File: config.mk
export PLATFORM = sky130hd
export DESIGN_NAME = burst_bus_sequencer
export DESIGN_NICKNAME = d
export VERILOG_FILES = /design/src/rtl/bbs_pkg.sv /design/src/rtl/bbs_ctrl.sv /design/src/rtl/bbs_dpath.sv /design/src/rtl/burst_bus_sequencer.sv
export SDC_FILE = /design/constraint.sdc
export NUM_CORES = 1
export LEC_CHECK = 0
export CORE_UTILIZATION = 32
export CTS_BUF_LIST = sky130_fd_sc_hd__clkbuf_8
export CTS_CLUSTER_SIZE = 12
export DETAILED_ROUTE_END_ITERATION = 10
export GPL_ROUTABILITY_DRIVEN = 1
export PLACE_DENSITY = 0.63
export SLEW_MARGIN = 20
export SYNTH_ARGS = -nofsm -noshare
export SYNTH_HDL_FRONTEND = slang
export SYNTH_SLANG_ARGS = --single-unit
File: constraint.sdc
create_clock -name clk -period 3 [get_ports clk]
set_input_delay 0.75 -clock clk [delete_from_list [all_inputs] [get_ports clk]]
set_output_delay 0.75 -clock clk [all_outputs]
set_load 0.1 [all_outputs]
File: src/rtl/bbs_pkg.sv
package bbs_pkg;

  typedef enum logic [1:0] {
    WID8  = 2'd0,
    WID16 = 2'd1,
    WID32 = 2'd2
  } regionWidth_e;

  typedef struct packed {
    logic loadReq;   // latch a new request
    logic advance;   // step to the next data cycle of the burst
    logic capture;   // a data cycle completes this clock
  } ctrlStrobe_t;

  function automatic logic [3:0] laneSelect(regionWidth_e width, logic [3:0] mask);
    logic [1:0] idx;
    logic [3:0] sel;
    idx = mask[0] ? 2'd0 : mask[1] ? 2'd1 : mask[2] ? 2'd2 : 2'd3;
    case (width)
      WID8:    sel = {2'b00, idx};
      WID16:   sel = (|mask[1:0]) ? {mask[1], 1'b0, 1'b0, mask[0]}
                                  : {mask[3], 1'b0, 1'b1, mask[2]};
      default: sel = mask;
    endcase
    return sel;
  endfunction

  function automatic logic [31:0] laneMask(regionWidth_e width, logic [31:0] d);
    logic [31:0] r;
    case (width)
      WID8:    r = {24'd0, d[7:0]};
      WID16:   r = {16'd0, d[15:0]};
      default: r = d;
    endcase
    return r;
  endfunction

endpackage

File: src/rtl/bbs_ctrl.sv
module bbs_ctrl
  import bbs_pkg::*;
#(
  parameter int WAIT_W = 4,
  parameter int BEAT_W = 2
) (
  input  logic              clk,
  input  logic              rstN,
  input  logic              reqValid,
  input  logic [BEAT_W-1:0] reqBeats,
  input  logic [WAIT_W-1:0] reqWaitAd,
  input  logic [WAIT_W-1:0] reqWaitDd,
  input  logic [WAIT_W-1:0] reqWaitNa,
  input  logic              reqReadyEn,
  input  logic              readyIn,
  input  logic              btermIn,
  input  logic              boffIn,
  output logic              reqReady,
  output logic              adsOut,
  output logic              denOut,
  output logic              blastOut,
  output logic              waitOut,
  output logic              busFloat,
  output ctrlStrobe_t       strobe
);

  typedef enum logic [2:0] {
    ST_IDLE,
    ST_ADDR,
    ST_DATA,
    ST_NXA,
    ST_BACK
  } busState_e;

  busState_e         state, nState;
  logic [WAIT_W-1:0] cnt, nCnt;
  logic [BEAT_W-1:0] beatsLeft, nLeft;
  logic [WAIT_W-1:0] waitAd, waitDd, waitNa;
  logic              readyEn;
  logic              terminate, beatDone;

  assign terminate = readyEn && btermIn;
  assign beatDone  = (state == ST_DATA) && (cnt == '0) && !boffIn &&
                     (!readyEn || readyIn || terminate);

  always_comb begin
    strobe = '0;
    nState = state;
    nCnt   = cnt;
    nLeft  = beatsLeft;
    case (state)
      ST_IDLE: begin
        if (reqValid) begin
          strobe.loadReq = 1'b1;
          nLeft          = reqBeats;
          nState         = ST_ADDR;
        end
      end
      ST_ADDR: begin
        if (boffIn) begin
          nState = ST_BACK;
        end else begin
          nState = ST_DATA;
          nCnt   = waitAd;
        end
      end
      ST_DATA: begin
        if (boffIn) begin
          nState = ST_BACK;
        end else if (cnt != '0) begin
          nCnt = cnt - 1'b1;
        end else if (beatDone) begin
          strobe.capture = 1'b1;
          if (beatsLeft == '0) begin
            if (waitNa == '0) begin
              nState = ST_IDLE;
            end else begin
              nState = ST_NXA;
              nCnt   = waitNa - 1'b1;
            end
          end else begin
            strobe.advance = 1'b1;
            nLeft          = beatsLeft - 1'b1;
            if (terminate) begin
              nState = ST_ADDR;
            end else begin
              nCnt = waitDd;
            end
          end
        end
      end
      ST_NXA: begin
        if (cnt == '0) nState = ST_IDLE;
        else           nCnt   = cnt - 1'b1;
      end
      ST_BACK: begin
        if (!boffIn) nState = ST_ADDR;
      end
      default: nState = ST_IDLE;
    endcase
  end

  always_ff @(posedge clk) begin
    if (!rstN) begin
      state     <= ST_IDLE;
      cnt       <= '0;
      beatsLeft <= '0;
      waitAd    <= '0;
      waitDd    <= '0;
      waitNa    <= '0;
      readyEn   <= 1'b0;
    end else begin
      state     <= nState;
      cnt       <= nCnt;
      beatsLeft <= nLeft;
      if (strobe.loadReq) begin
        waitAd  <= reqWaitAd;
        waitDd  <= reqWaitDd;
        waitNa  <= reqWaitNa;
        readyEn <= reqReadyEn;
      end
    end
  end

  assign reqReady = (state == ST_IDLE);
  assign adsOut   = (state == ST_ADDR);
  assign denOut   = (state == ST_DATA);
  assign waitOut  = (state == ST_DATA) && (cnt != '0);
  assign blastOut = (state == ST_DATA) && (cnt == '0) && (beatsLeft == '0);
  assign busFloat = (state == ST_BACK);

  // the strobe never lasts two clocks
  assert_ads_single_R1: assert property (@(posedge clk) disable iff (!rstN)
    adsOut |=> !adsOut);

  // an internally counted wait is always followed by a data clock or backoff
  assert_wait_then_data_R3: assert property (@(posedge clk) disable iff (!rstN)
    waitOut |=> (denOut || busFloat));

  // the final-transfer flag holds while ready is withheld
  assert_blast_hold_R8: assert property (@(posedge clk) disable iff (!rstN)
    (blastOut && readyEn && !readyIn && !btermIn && !boffIn) |=> blastOut);

  // release of backoff is followed by a fresh strobe
  assert_resume_strobe_R11: assert property (@(posedge clk) disable iff (!rstN)
    $fell(busFloat) |-> adsOut);

endmodule

File: src/rtl/bbs_dpath.sv
module bbs_dpath
  import bbs_pkg::*;
#(
  parameter int ADDR_W = 32,
  parameter int BEAT_W = 2
) (
  input  logic              clk,
  input  logic              rstN,
  input  ctrlStrobe_t       strobe,
  input  logic [ADDR_W-1:2] reqWordAddr,
  input  logic [3:0]        reqByteMask,
  input  logic              reqWrite,
  input  logic [1:0]        reqWidth,
  input  logic [31:0]       reqWdata,
  input  logic [31:0]       busDataIn,
  output logic [ADDR_W-1:2] busAddr,
  output logic [3:0]        busBe,
  output logic              wrOut,
  output logic              dtrOut,
  output logic [31:0]       busDataOut,
  output logic [31:0]       rdData,
  output logic              rdValid
);

  localparam int OFS_HI = BEAT_W + 1;

  logic [ADDR_W-1:OFS_HI+1] addrHi;
  logic [BEAT_W-1:0]        beatOfs;
  regionWidth_e             widthReg;

  assign busAddr = {addrHi, beatOfs};

  always_ff @(posedge clk) begin
    if (!rstN) begin
      addrHi     <= '0;
      beatOfs    <= '0;
      busBe      <= '0;
      widthReg   <= WID32;
      wrOut      <= 1'b0;
      dtrOut     <= 1'b0;
      busDataOut <= '0;
      rdData     <= '0;
      rdValid    <= 1'b0;
    end else begin
      if (strobe.loadReq) begin
        addrHi     <= reqWordAddr[ADDR_W-1:OFS_HI+1];
        beatOfs    <= reqWordAddr[OFS_HI:2];
        busBe      <= laneSelect(regionWidth_e'(reqWidth), reqByteMask);
        widthReg   <= regionWidth_e'(reqWidth);
        wrOut      <= reqWrite;
        dtrOut     <= !reqWrite;
        busDataOut <= reqWdata;
      end else if (strobe.advance) begin
        beatOfs <= beatOfs + 1'b1;
      end
      rdValid <= strobe.capture && !wrOut;
      if (strobe.capture && !wrOut) rdData <= laneMask(widthReg, busDataIn);
    end
  end

  // a byte-wide region never returns data above lane 7
  assert_rd_lanes_R12: assert property (@(posedge clk) disable iff (!rstN)
    (rdValid && widthReg == WID8) |-> (rdData[31:8] == '0));

endmodule

File: src/rtl/burst_bus_sequencer.sv
module burst_bus_sequencer
  import bbs_pkg::*;
#(
  parameter int ADDR_W    = 32,
  parameter int WAIT_W    = 4,
  parameter int MAX_BEATS = 4,
  localparam int BEAT_W   = $clog2(MAX_BEATS)
) (
  input  logic              clk,
  input  logic              rstN,
  input  logic              reqValid,
  output logic              reqReady,
  input  logic [ADDR_W-1:2] reqWordAddr,
  input  logic [3:0]        reqByteMask,
  input  logic              reqWrite,
  input  logic [31:0]       reqWdata,
  input  logic [BEAT_W-1:0] reqBeats,
  input  logic [1:0]        reqWidth,
  input  logic [WAIT_W-1:0] reqWaitAd,
  input  logic [WAIT_W-1:0] reqWaitDd,
  input  logic [WAIT_W-1:0] reqWaitNa,
  input  logic              reqReadyEn,
  output logic [ADDR_W-1:2] busAddr,
  output logic [3:0]        busBe,
  output logic              adsOut,
  output logic              wrOut,
  output logic              blastOut,
  output logic              waitOut,
  output logic              denOut,
  output logic              dtrOut,
  output logic              busFloat,
  output logic [31:0]       busDataOut,
  input  logic [31:0]       busDataIn,
  input  logic              readyIn,
  input  logic              btermIn,
  input  logic              boffIn,
  output logic [31:0]       rdData,
  output logic              rdValid
);

  ctrlStrobe_t strobe;

  bbs_ctrl #(.WAIT_W(WAIT_W), .BEAT_W(BEAT_W)) u_ctrl (
    .clk(clk), .rstN(rstN), .reqValid(reqValid), .reqBeats(reqBeats),
    .reqWaitAd(reqWaitAd), .reqWaitDd(reqWaitDd), .reqWaitNa(reqWaitNa),
    .reqReadyEn(reqReadyEn), .readyIn(readyIn), .btermIn(btermIn), .boffIn(boffIn),
    .reqReady(reqReady), .adsOut(adsOut), .denOut(denOut), .blastOut(blastOut),
    .waitOut(waitOut), .busFloat(busFloat), .strobe(strobe)
  );

  bbs_dpath #(.ADDR_W(ADDR_W), .BEAT_W(BEAT_W)) u_dpath (
    .clk(clk), .rstN(rstN), .strobe(strobe), .reqWordAddr(reqWordAddr),
    .reqByteMask(reqByteMask), .reqWrite(reqWrite), .reqWidth(reqWidth),
    .reqWdata(reqWdata), .busDataIn(busDataIn), .busAddr(busAddr), .busBe(busBe),
    .wrOut(wrOut), .dtrOut(dtrOut), .busDataOut(busDataOut), .rdData(rdData),
    .rdValid(rdValid)
  );

  // transceiver direction moves only with the enable off on both clocks
  assert_dtr_quiet_R10: assert property (@(posedge clk) disable iff (!rstN)
    !$stable(dtrOut) |-> (!denOut && !$past(denOut)));

  // strobes stay off while the bus is released
  assert_float_quiet_R11: assert property (@(posedge clk) disable iff (!rstN)
    busFloat |-> (!adsOut && !denOut && !blastOut));

endmodule

==> qor.yml, run 1 <==
status: "finished clean"
crit_fanout: 5
seqCellArea_mm2: 0.002502
place_congestion: 0.7821
core_mm2: 0.01606
r2r_start: "u_ctrl.cnt[0]$_SDFFE_PN0P_"
final_cell_mix: "nand2_1, dfxtp_1, clkdlybuf4s50_1, buf_4, a21boi_0"
synth-edff-count: 0
cts.sinks: 125
first_pass_iters: 5
area_growth_pct: 47.66
nets: 973
grt_pass1_wl_um: 22580
drc_errors: 0
period_needed_ns: 2.788
fin_tns_setup_ns: 0
critical_path_class: "flop to output port"
routed_via_density: 4.649
stdcell_count: 1075
chipWidth_um: 130.8
leakage_uw: 0.003161
fin_ws_ns: 0.2118
cts_tree: "yes"
finalHoldViolCount: 0
wl_per_cell_um: 13.77
cts_setup_buffers: 0
crit_start: "u_ctrl.cnt[0]$_SDFFE_PN0P_"
syn-cell-area_mm2: 0.005311
vias: 4998
fin_total_pwr_uw: 7496
tightest_slew_ns: 0.7315
maxCapViolations: 0
timing.hold.worst.class: "flop to flop"
ys_types: 48
initialDrtViolationCount: 169
crit_path_end: "blastOut"
die_height_um: 130.8
grt-ovfl-total: 0
numCtsBuffers: 17
cp_num_cells: 5
cts-root-buf: "clkbuf_8"
first_global_vias: 4605
whs_ns: 0.4533
dp.cells: 1043
synth-warning-count: 0
clk_path_buf_depth: 2
antenna_found_initial: 0
critPathTopFamily: "simple AND/OR/NAND/NOR gates"
clk_latency_ns: 0.43
drt_wl_total_um: 14810
start_util_pct: 33.08
setup_viol: 0
htreeDepth: 4
hold_buffers: 0
io_pins: 229
yosysSeqAreaShare_pct: 47.11
grt_setup_unrepaired: "no"
critPathArrivalTime_ns: 2.04
multi_input_area_mm2: 0.002546
crit_chain: "inv_1 -> ha_1 -> nor3b_1 -> and3_1 -> buf_4"
cp_slowest_cell: "nor3b_1"
critPathCaptureType: "output port"
fp.dieArea_mm2: 0.01712
finalCritPeriodShare_pct: 92.94
crit_required_ns: 2.25
place_ws_ns: 0.1743
rr_endpoint: "u_dpath.rdData[0]$_SDFFE_PN0P_"
synthCells: 636
clk_pin_slew_ns: 0.06
numPortBuffers: 228
ir_drop_mv: 0.4554
cts_resized: 0
antennaDiodeCount: 0
layout_commonest_cell: "nand2_1"
worst_setup_path_start_kind: "flop"
drive_above_1_share_pct: 20.26
num_rows: 46
reg2reg_setup_slack_ns: 0.69
slew_violations: 0
grt_usage_pct: 17.04
fillers: 1557
grt_max_degree: 55
post-dp-hpwl_um: 10610
slew_headroom_pct: 51.23
p_per_area_mw_per_mm2: 955.8
fin_skew_ns: 0.01150
cpPeakStageDelay_ns: 0.44
synth-seq-cells: 125
synth_area_per_cell_um2: 8.351
critical_path_buf_inv_count: 2
ant_nets: 0
synth_ff_type: "dfxtp_1"
max_clock_freq_ghz: 0.3587
async_flop_share_pct: 0
worst_r2r_path_depth: 7
synth.net_count: 763
-- how the worst min path moves through the flow --
stage / startpoint / endpoint / slack (ns) / depth (start not counted)
after global routing: u_dpath.rdData[10]$_SDFFE_PN0P_ / u_dpath.rdData[10]$_SDFFE_PN0P_ / 0.47 / 2
after CTS: u_dpath.rdData[28]$_SDFFE_PN0P_ / u_dpath.rdData[28]$_SDFFE_PN0P_ / 0.45 / 2
final: u_dpath.rdData[27]$_SDFFE_PN0P_ / u_dpath.rdData[27]$_SDFFE_PN0P_ / 0.45 / 2
after detailed placement: u_dpath.rdData[28]$_SDFFE_PN0P_ / u_dpath.rdData[28]$_SDFFE_PN0P_ / 0.44 / 2
after floorplan: u_dpath.widthReg[0]$_SDFFE_PN0P_ / u_dpath.widthReg[0]$_SDFFE_PN0P_ / 0.44 / 2
after global placement: u_dpath.rdData[28]$_SDFFE_PN0P_ / u_dpath.rdData[28]$_SDFFE_PN0P_ / 0.44 / 2
-- cells by family (layout without fill, tap and decap cells) --
| family | count (synthesis) | count (layout) | share of synthesized area (%) |
|---|---|---|---|
| AND/OR/NAND/NOR | 285 | 285 | 23.35 |
| buffers and inverters | 59 | 282 | 5.112 |
| multiplexers | 3 | 3 | 0.5654 |
| flip-flops | 125 | 125 | 47.11 |
| adder cells (fa/ha/maj) | 5 | 5 | 1.178 |
| AO/OA/AOI/OAI | 153 | 153 | 21.70 |
| XOR/XNOR | 6 | 6 | 0.9894 |
-- synth_stat cells (all sizes together) (3+ instances only) --
cell type,count,area share (%)
a21boi,110,16
a21oi,13,1.2
and2,6,0.71
buf,12,1.8
clkbuf,36,2.6
dfxtp,125,47
ha,5,1.2
inv,11,0.78
mux2i,3,0.57
nand2,211,15
nand2b,6,0.71
nand3,26,2.4
nor2,19,1.3
nor3,4,0.38
nor3b,3,0.42
o211a,5,0.94
o21ai,6,0.57
xnor2,4,0.66
-- stage by stage --
| step | area, um2 | utilization (%) |
|---|---|---|
| global route | 7843 | 48.84 |
| finish | 7843 | 48.84 |
| global placement | 7490 | 46.64 |
| detailed placement | 7490 | 46.64 |
| CTS | 7843 | 48.84 |
| floorplan | 5316 | - |
-- routing by layer --
metal  GRT usage (%)  wire length, um  share of wire (%)  up-vias
met2           26.95             6777                 46      195
met3           7.533             1447                9.8       10
met5               0                0                  0        -
met1           20.65             6442                 44     2268
met4           5.477              140               0.95        0
li1                -                -                  -     2525
-- registers in the layout, summed over array words and instances (netlist names), 3 cells and up --
register and cells:
u_ctrl.cnt 4, u_ctrl.state 3, u_ctrl.waitAd 4, u_ctrl.waitDd 4, u_ctrl.waitNa 4, u_dpath.addrHi 28
u_dpath.busBe 4, u_dpath.busDataOut 32, u_dpath.rdData 32
-- where the power goes --
| part | switching, uW | leakage, uW | total [uW] | internal (uW) |
|---|---|---|---|---|
| Clock | 666 | 0.000184 | 1330 | 660 |
| Combinational | 2950 | 0.00196 | 3940 | 992 |
| Sequential | 256 | 0.00102 | 2230 | 1980 |
-- worst reg2reg max path, cell delays in order (launching register included) --
cell	delay, ns
dfxtp_1	0.36
inv_1	0.10
ha_1	0.21
or3b_2	0.55
or4_1	0.52
buf_4	0.27
nand2_1	0.13
a21boi_0	0.08
-- area by class of cell --
cell class,instances,share of cell area (%)
clock buffers,18,3.159
multi-input cells,452,32.47
repair buffers,239,27.15
inverters,11,0.5265
well taps,216,3.446
clock inverters,14,1.340
flip-flops and latches,125,31.91
Note: power is estimated with default switching activity, not from simulation.
==> run 2, diff against run 1 <==
--- a/config.mk
+++ b/config.mk
@@ -5,12 +5,12 @@
 export SDC_FILE = /design/constraint.sdc
 export NUM_CORES = 1
 export LEC_CHECK = 0
-export CORE_UTILIZATION = 32
+export CORE_UTILIZATION = 40
 export CTS_BUF_LIST = sky130_fd_sc_hd__clkbuf_8
 export CTS_CLUSTER_SIZE = 12
 export DETAILED_ROUTE_END_ITERATION = 10
 export GPL_ROUTABILITY_DRIVEN = 1
-export PLACE_DENSITY = 0.63
+export PLACE_DENSITY = 0.79
 export SLEW_MARGIN = 20
 export SYNTH_ARGS = -nofsm -noshare
 export SYNTH_HDL_FRONTEND = slang
==> constraint.sdc (replaced) <==
create_clock -name clk -period 2.3 [get_ports clk]
set_input_delay 0.575 -clock clk [delete_from_list [all_inputs] [get_ports clk]]
set_output_delay 0.575 -clock clk [all_outputs]
set_load 0.1 [all_outputs]
==> run 2 against run 1 <==
Effect of this change:
- critical path depth up 1
- clock skew down 0.0044 ns
- count of clock-buffer cells in the layout up 2
- power up 42%
- largest power group unchanged
- clock power up 50%
- worst hold slack worse by 0.0037 ns
- sequential cell count unchanged
- routed wire length down 1.6%
- setup slack worse by 0.12 ns
- sequential power up 30%
- non-clock buffer count up 19
==> qor.yml, run 2 (synthesis results as in run 1) <==
nets: 992
area_growth_pct: 53.99
place_area_mm2: 0.007684
fillers: 1078
initialDrtViolationCount: 311
critical_path_class: "flop to output port"
hold_start: "u_dpath.rdData[19]$_SDFFE_PN0P_"
layout_commonest_cell: "nand2_1"
r2r_start: "u_ctrl.cnt[0]$_SDFFE_PN0P_"
grt_max_degree: 58
drt_wl_total_um: 14570
reg2reg_setup_slack_ns: 0.14
critPathArrivalTime_ns: 1.64
critPathCaptureType: "output port"
fin_ws_ns: 0.08821
numCtsBuffers: 17
vias: 5079
combPwrFrac_pct: 53.9
use_met3_pct: 7.930
final_area_mm2: 0.008179
setup_viol: 0
slew_headroom_pct: 58.93
place_congestion: 0.8092
clk_path_buf_depth: 2
hold_path_end: "u_dpath.rdData[19]$_SDFFE_PN0P_"
place_ws_ns: -0.2480
wl_per_cell_um: 13.88
hold_buffers: 0
crit_fanout: 3
cts.sinks: 125
antennaDiodeCount: 0
drc_errors: 0
worst_setup_path_start_kind: "flop"
first_global_vias: 4857
antenna_found_initial: 0
pwr-share-clk_pct: 18.8
numPortBuffers: 228
seqCellArea_mm2: 0.002506
p_per_area_mw_per_mm2: 1300
met2_usage_pct: 36.08
grt-ovfl-total: 0
clk_latency_ns: 0.43
cts-root-buf: "clkbuf_8"
seqPwrFrac_pct: 27.2
maxCapViolations: 0
cts_tree: "yes"
core_mm2: 0.01277
rr_endpoint: "u_dpath.rdData[0]$_SDFFE_PN0P_"
io_pins: 229
grt_use_met1_pct: 23.78
slew_violations: 0
clk_pin_slew_ns: 0.07
status: "finished clean"
first_pass_iters: 4
ant_nets: 0
chipWidth_um: 117.2
top_regs: "u_dpath.busDataOut (32), u_dpath.rdData (32), u_dpath.addrHi (28)"
tightest_slew_ns: 0.6152
start_util_pct: 41.58
fin_total_pwr_uw: 10630
p_sw_uw: 5167
ir_drop_mv: 0.7932
final_cell_mix: "nand2_1, buf_4, dfxtp_1, clkdlybuf4s50_1, a21boi_0"
routed_via_density: 4.837
post-dp-hpwl_um: 10700
max_clock_freq_ghz: 0.4521
htreeDepth: 4
finalHoldViolCount: 0
crit_required_ns: 1.73
fin_skew_ns: 0.007092
num_rows: 41
period_needed_ns: 2.212
leakage_uw: 0.003327
multi_input_area_mm2: 0.002589
fp.dieArea_mm2: 0.01374
whs_ns: 0.4496
drive_above_1_share_pct: 23.46
die_height_um: 117.2
worst_r2r_path_depth: 8
finalCritPeriodShare_pct: 96.16
busiest_layer: "met2"
grt_setup_unrepaired: "no"
switching_share_pct: 48.61
grt_pass1_wl_um: 22390
min_path_cells: 2
grt_usage_pct: 21.23
timing.hold.worst.class: "flop to flop"
power.internal_uw: 5463
## run 2: cell count changes in the layout (fill, tap and decap cells not counted), sizes merged
cell,previous run,this run
inv,15,12
clkbuf,18,20
clkinvlp,4,3
buf,119,138
bufinv,1,3
## run 2: cell type report
cell class	count	share of cell area, %
clock buffers	20	3.365
multi-input cells	452	31.65
inverters	11	0.5507
flip-flops and latches	125	30.64
repair buffers	258	29.39
clock inverters	12	1.775
well taps	172	2.631
## run 2: how the worst max path moves through the flow
stage                                startpoint                             end  slack [ns]
6_report             u_ctrl.cnt[0]$_SDFFE_PN0P_                        blastOut        0.09
5_1_grt        u_ctrl.beatsLeft[0]$_SDFFE_PN0P_                        blastOut       0.002
4_1_cts              u_ctrl.cnt[1]$_SDFFE_PN0P_                        blastOut        0.01
3_5_place_dp                             boffIn  u_dpath.rdData[1]$_SDFFE_PN0P_       -0.25
3_3_place_gp                             boffIn  u_dpath.rdData[1]$_SDFFE_PN0P_       -0.23
2_1_floorplan      u_ctrl.state[0]$_SDFFE_PN0P_                        blastOut        0.01
## run 2: metal layers
layer | part of all wire (%) | vias to the layer above
li1 | - | 2565
met1 | 41 | 2293
met2 | 48 | 198
met3 | 9.5 | 23
met4 | 1.8 | 0
met5 | 0 | -
## run 2: power groups by stage
stage | Combinational [uW] | Sequential (uW) | Clock, uW
after floorplan | 2010 | 4950 | 0
after global placement | 5540 | 2900 | 0
after detailed placement | 5640 | 2930 | 0
after CTS | 5720 | 2890 | 2050
after global routing | 6060 | 2950 | 2160
final | 5730 | 2900 | 2000
## run 2: metrics by stage
stage / instances / utilization [%] / setup TNS, ns
4_1_cts: 1050 / 63.85 / 0
2_1_floorplan: 636 / - / 0
6_report: 1050 / 64.03 / 0
3_3_place_gp: 1013 / 60.15 / -7.240
5_1_grt: 1050 / 64.03 / 0
3_5_place_dp: 1013 / 60.15 / -8.697
## run 2: critical path: stages, from the launching register on
cell and delay, ns:
dfxtp_2 0.33, inv_2 0.08, ha_4 0.13, nor3b_4 0.18, buf_6 0.13, and3_4 0.19, buf_12 0.17
## run 2: repair_timing
action | in CTS | in global routing
setup endpoints to repair | 2 | 14
pin swaps | 1 | 1
buffers inserted | 5 | 0
resized for setup | 6 | 6
==> run 3, diff against run 2 <==
--- a/config.mk
+++ b/config.mk
@@ -5,6 +5,7 @@
 export SDC_FILE = /design/constraint.sdc
 export NUM_CORES = 1
 export LEC_CHECK = 0
+export CORE_MARGIN = 2
 export CORE_UTILIZATION = 40
 export CTS_BUF_LIST = sky130_fd_sc_hd__clkbuf_8
 export CTS_CLUSTER_SIZE = 12
==> run 3 against run 2 <==
Effect of this change:
- design area is 1.0% lower
- critical path depth stayed put
- sequential cell count stayed put
- sequential share of layout area is 0.30 points higher
- power is 3.9% lower
- die area is 3.4% higher
- clock power is 15% lower
- non-clock buffer count is 3 higher
- via count is 0.20% lower
- largest cell class unchanged
==> qor.yml, run 3 (synthesis results as in run 1) <==
status: "finished clean"
grt_max_degree: 67
fillers: 1179
post-dp-hpwl_um: 10110
multi_input_area_mm2: 0.002572
grt_pass1_wl_um: 22970
critical_path_class: "flop to output port"
whs_ns: 0.4515
routed_via_density: 4.800
maxCapViolations: 0
first_global_vias: 4676
cp_slowest_cell: "dfxtp_2"
area_growth_pct: 52.41
cp_num_cells: 6
ir_drop_mv: 0.7064
timing.hold.worst.class: "flop to flop"
grt-ovfl-total: 0
clk_pin_slew_ns: 0.07
critical_path_buf_inv_count: 3
dp.cells: 1021
place_ws_ns: -0.2458
clk_path_buf_depth: 2
io_pins: 229
chipWidth_um: 119.2
grt_usage_pct: 20.09
rr_endpoint: "u_dpath.rdData[0]$_SDFFE_PN0P_"
crit_start: "u_ctrl.cnt[1]$_SDFFE_PN0P_"
cts-root-buf: "clkbuf_8"
vias: 5069
die_height_um: 119.2
nets: 995
drive_above_1_share_pct: 23.18
cpPeakStageDelay_ns: 0.32
drt_wl_total_um: 14240
slew_headroom_pct: 70.01
first_pass_iters: 4
initialDrtViolationCount: 261
top_regs: "u_dpath.busDataOut (32), u_dpath.rdData (32), u_dpath.addrHi (28)"
crit_required_ns: 1.73
fin_ws_ns: 0.08754
clk_latency_ns: 0.42
ant_nets: 0
worst_setup_path_start_kind: "flop"
tightest_slew_ns: 0.4490
start_util_pct: 40.59
hold_buffers: 0
antenna_found_initial: 0
finalHoldViolCount: 0
stdcell_count: 1056
layout_commonest_cell: "nand2_1"
crit_path_end: "blastOut"
slew_violations: 0
drc_errors: 0
r2r_start: "u_ctrl.cnt[1]$_SDFFE_PN0P_"
critPathTopFamily: "buffers and inverters"
finalCritPeriodShare_pct: 96.19
max_clock_freq_ghz: 0.4520
leakage_uw: 0.003305
worst_r2r_path_depth: 8
num_rows: 42
htreeDepth: 4
crit_chain: "inv_2 -> ha_2 -> nor3b_2 -> buf_4 -> and3_4 -> buf_12"
critPathCaptureType: "output port"
reg2reg_setup_slack_ns: 0.15
numPortBuffers: 228
cts.sinks: 125
seqCellArea_mm2: 0.002505
crit_fanout: 3
antennaDiodeCount: 0
core_mm2: 0.01309
period_needed_ns: 2.212
cts_tree: "yes"
critPathArrivalTime_ns: 1.64
numCtsBuffers: 17
fin_skew_ns: 0.007699
p_per_area_mw_per_mm2: 1261
wl_per_cell_um: 13.49
fin_tns_setup_ns: 0
final_cell_mix: "nand2_1, buf_4, dfxtp_1, clkdlybuf4s50_1, a21boi_0"
setup_viol: 0
place_congestion: 0.7833
fp.dieArea_mm2: 0.01422
==> run 3: changes by cell type in the layout (fill, tap and decap cells not counted), moves of 2 or more <==
cell | before | now
buf_4 | 124 | 128
inv_1 | 10 | 13
bufinv_16 | 3 | 1
clkinv_4 | 2 | 0
==> run 3: cell type report <==
cell class / instances / share of cell area (%)
clock buffers: 19 / 3.230
multi-input cells: 452 / 31.78
repair buffers: 261 / 29.74
flip-flops and latches: 125 / 30.94
clock inverters: 12 / 1.036
well taps: 176 / 2.720
inverters: 11 / 0.5564
==> run 3: through the flow <==
| step | total power [uW] | instance area, um2 | utilization [%] |
|---|---|---|---|
| floorplan | 6970 | 5343 | - |
| global placement | 8478 | 7704 | 58.87 |
| detailed placement | 8509 | 7704 | 58.87 |
| CTS | 10290 | 8084 | 61.78 |
| global route | 10760 | 8095 | 61.87 |
| finish | 10210 | 8095 | 61.87 |
==> run 3: worst min-delay path by stage <==
| stage | from | endpoint | slack (ns) | depth (start not counted) |
|---|---|---|---|---|
| after floorplan | u_dpath.widthReg[0]$_SDFFE_PN0P_ | u_dpath.widthReg[0]$_SDFFE_PN0P_ | 0.44 | 2 |
| after CTS | u_dpath.rdData[29]$_SDFFE_PN0P_ | u_dpath.rdData[29]$_SDFFE_PN0P_ | 0.45 | 2 |
| after global routing | u_dpath.rdData[29]$_SDFFE_PN0P_ | u_dpath.rdData[29]$_SDFFE_PN0P_ | 0.47 | 2 |
| after global placement | u_dpath.rdData[31]$_SDFFE_PN0P_ | u_dpath.rdData[31]$_SDFFE_PN0P_ | 0.44 | 2 |
| after detailed placement | u_dpath.rdData[17]$_SDFFE_PN0P_ | u_dpath.rdData[17]$_SDFFE_PN0P_ | 0.45 | 2 |
| final | u_dpath.rdData[17]$_SDFFE_PN0P_ | u_dpath.rdData[17]$_SDFFE_PN0P_ | 0.45 | 2 |
==> run 3: what timing repair did <==
action	4_1_cts	5_1_grt
buffers inserted	3	1
cloned	0	0
gates resized for setup	5	3
pin swaps	0	1
setup endpoints to repair	2	1
==> run 3: per-layer routing <==
layer	vias to the layer above	share of wire (%)	track usage, %
met3	25	8.4	7.040
met4	0	1.8	7.961
met1	2283	45	25.82
met5	-	0	0
met2	189	45	30.82
li1	2572	-	-
==> run 3: worst min-delay path, cell delays in order (launching register included) <==
cell      delay, ns
dfxtp_1        0.31
nand2_1        0.05
a21boi_1       0.05
==> run 3: power by group <==
| group | internal, uW | switching [uW] |
|---|---|---|
| clock network | 876 | 818 |
| logic | 1680 | 4000 |
| registers | 2580 | 254 |
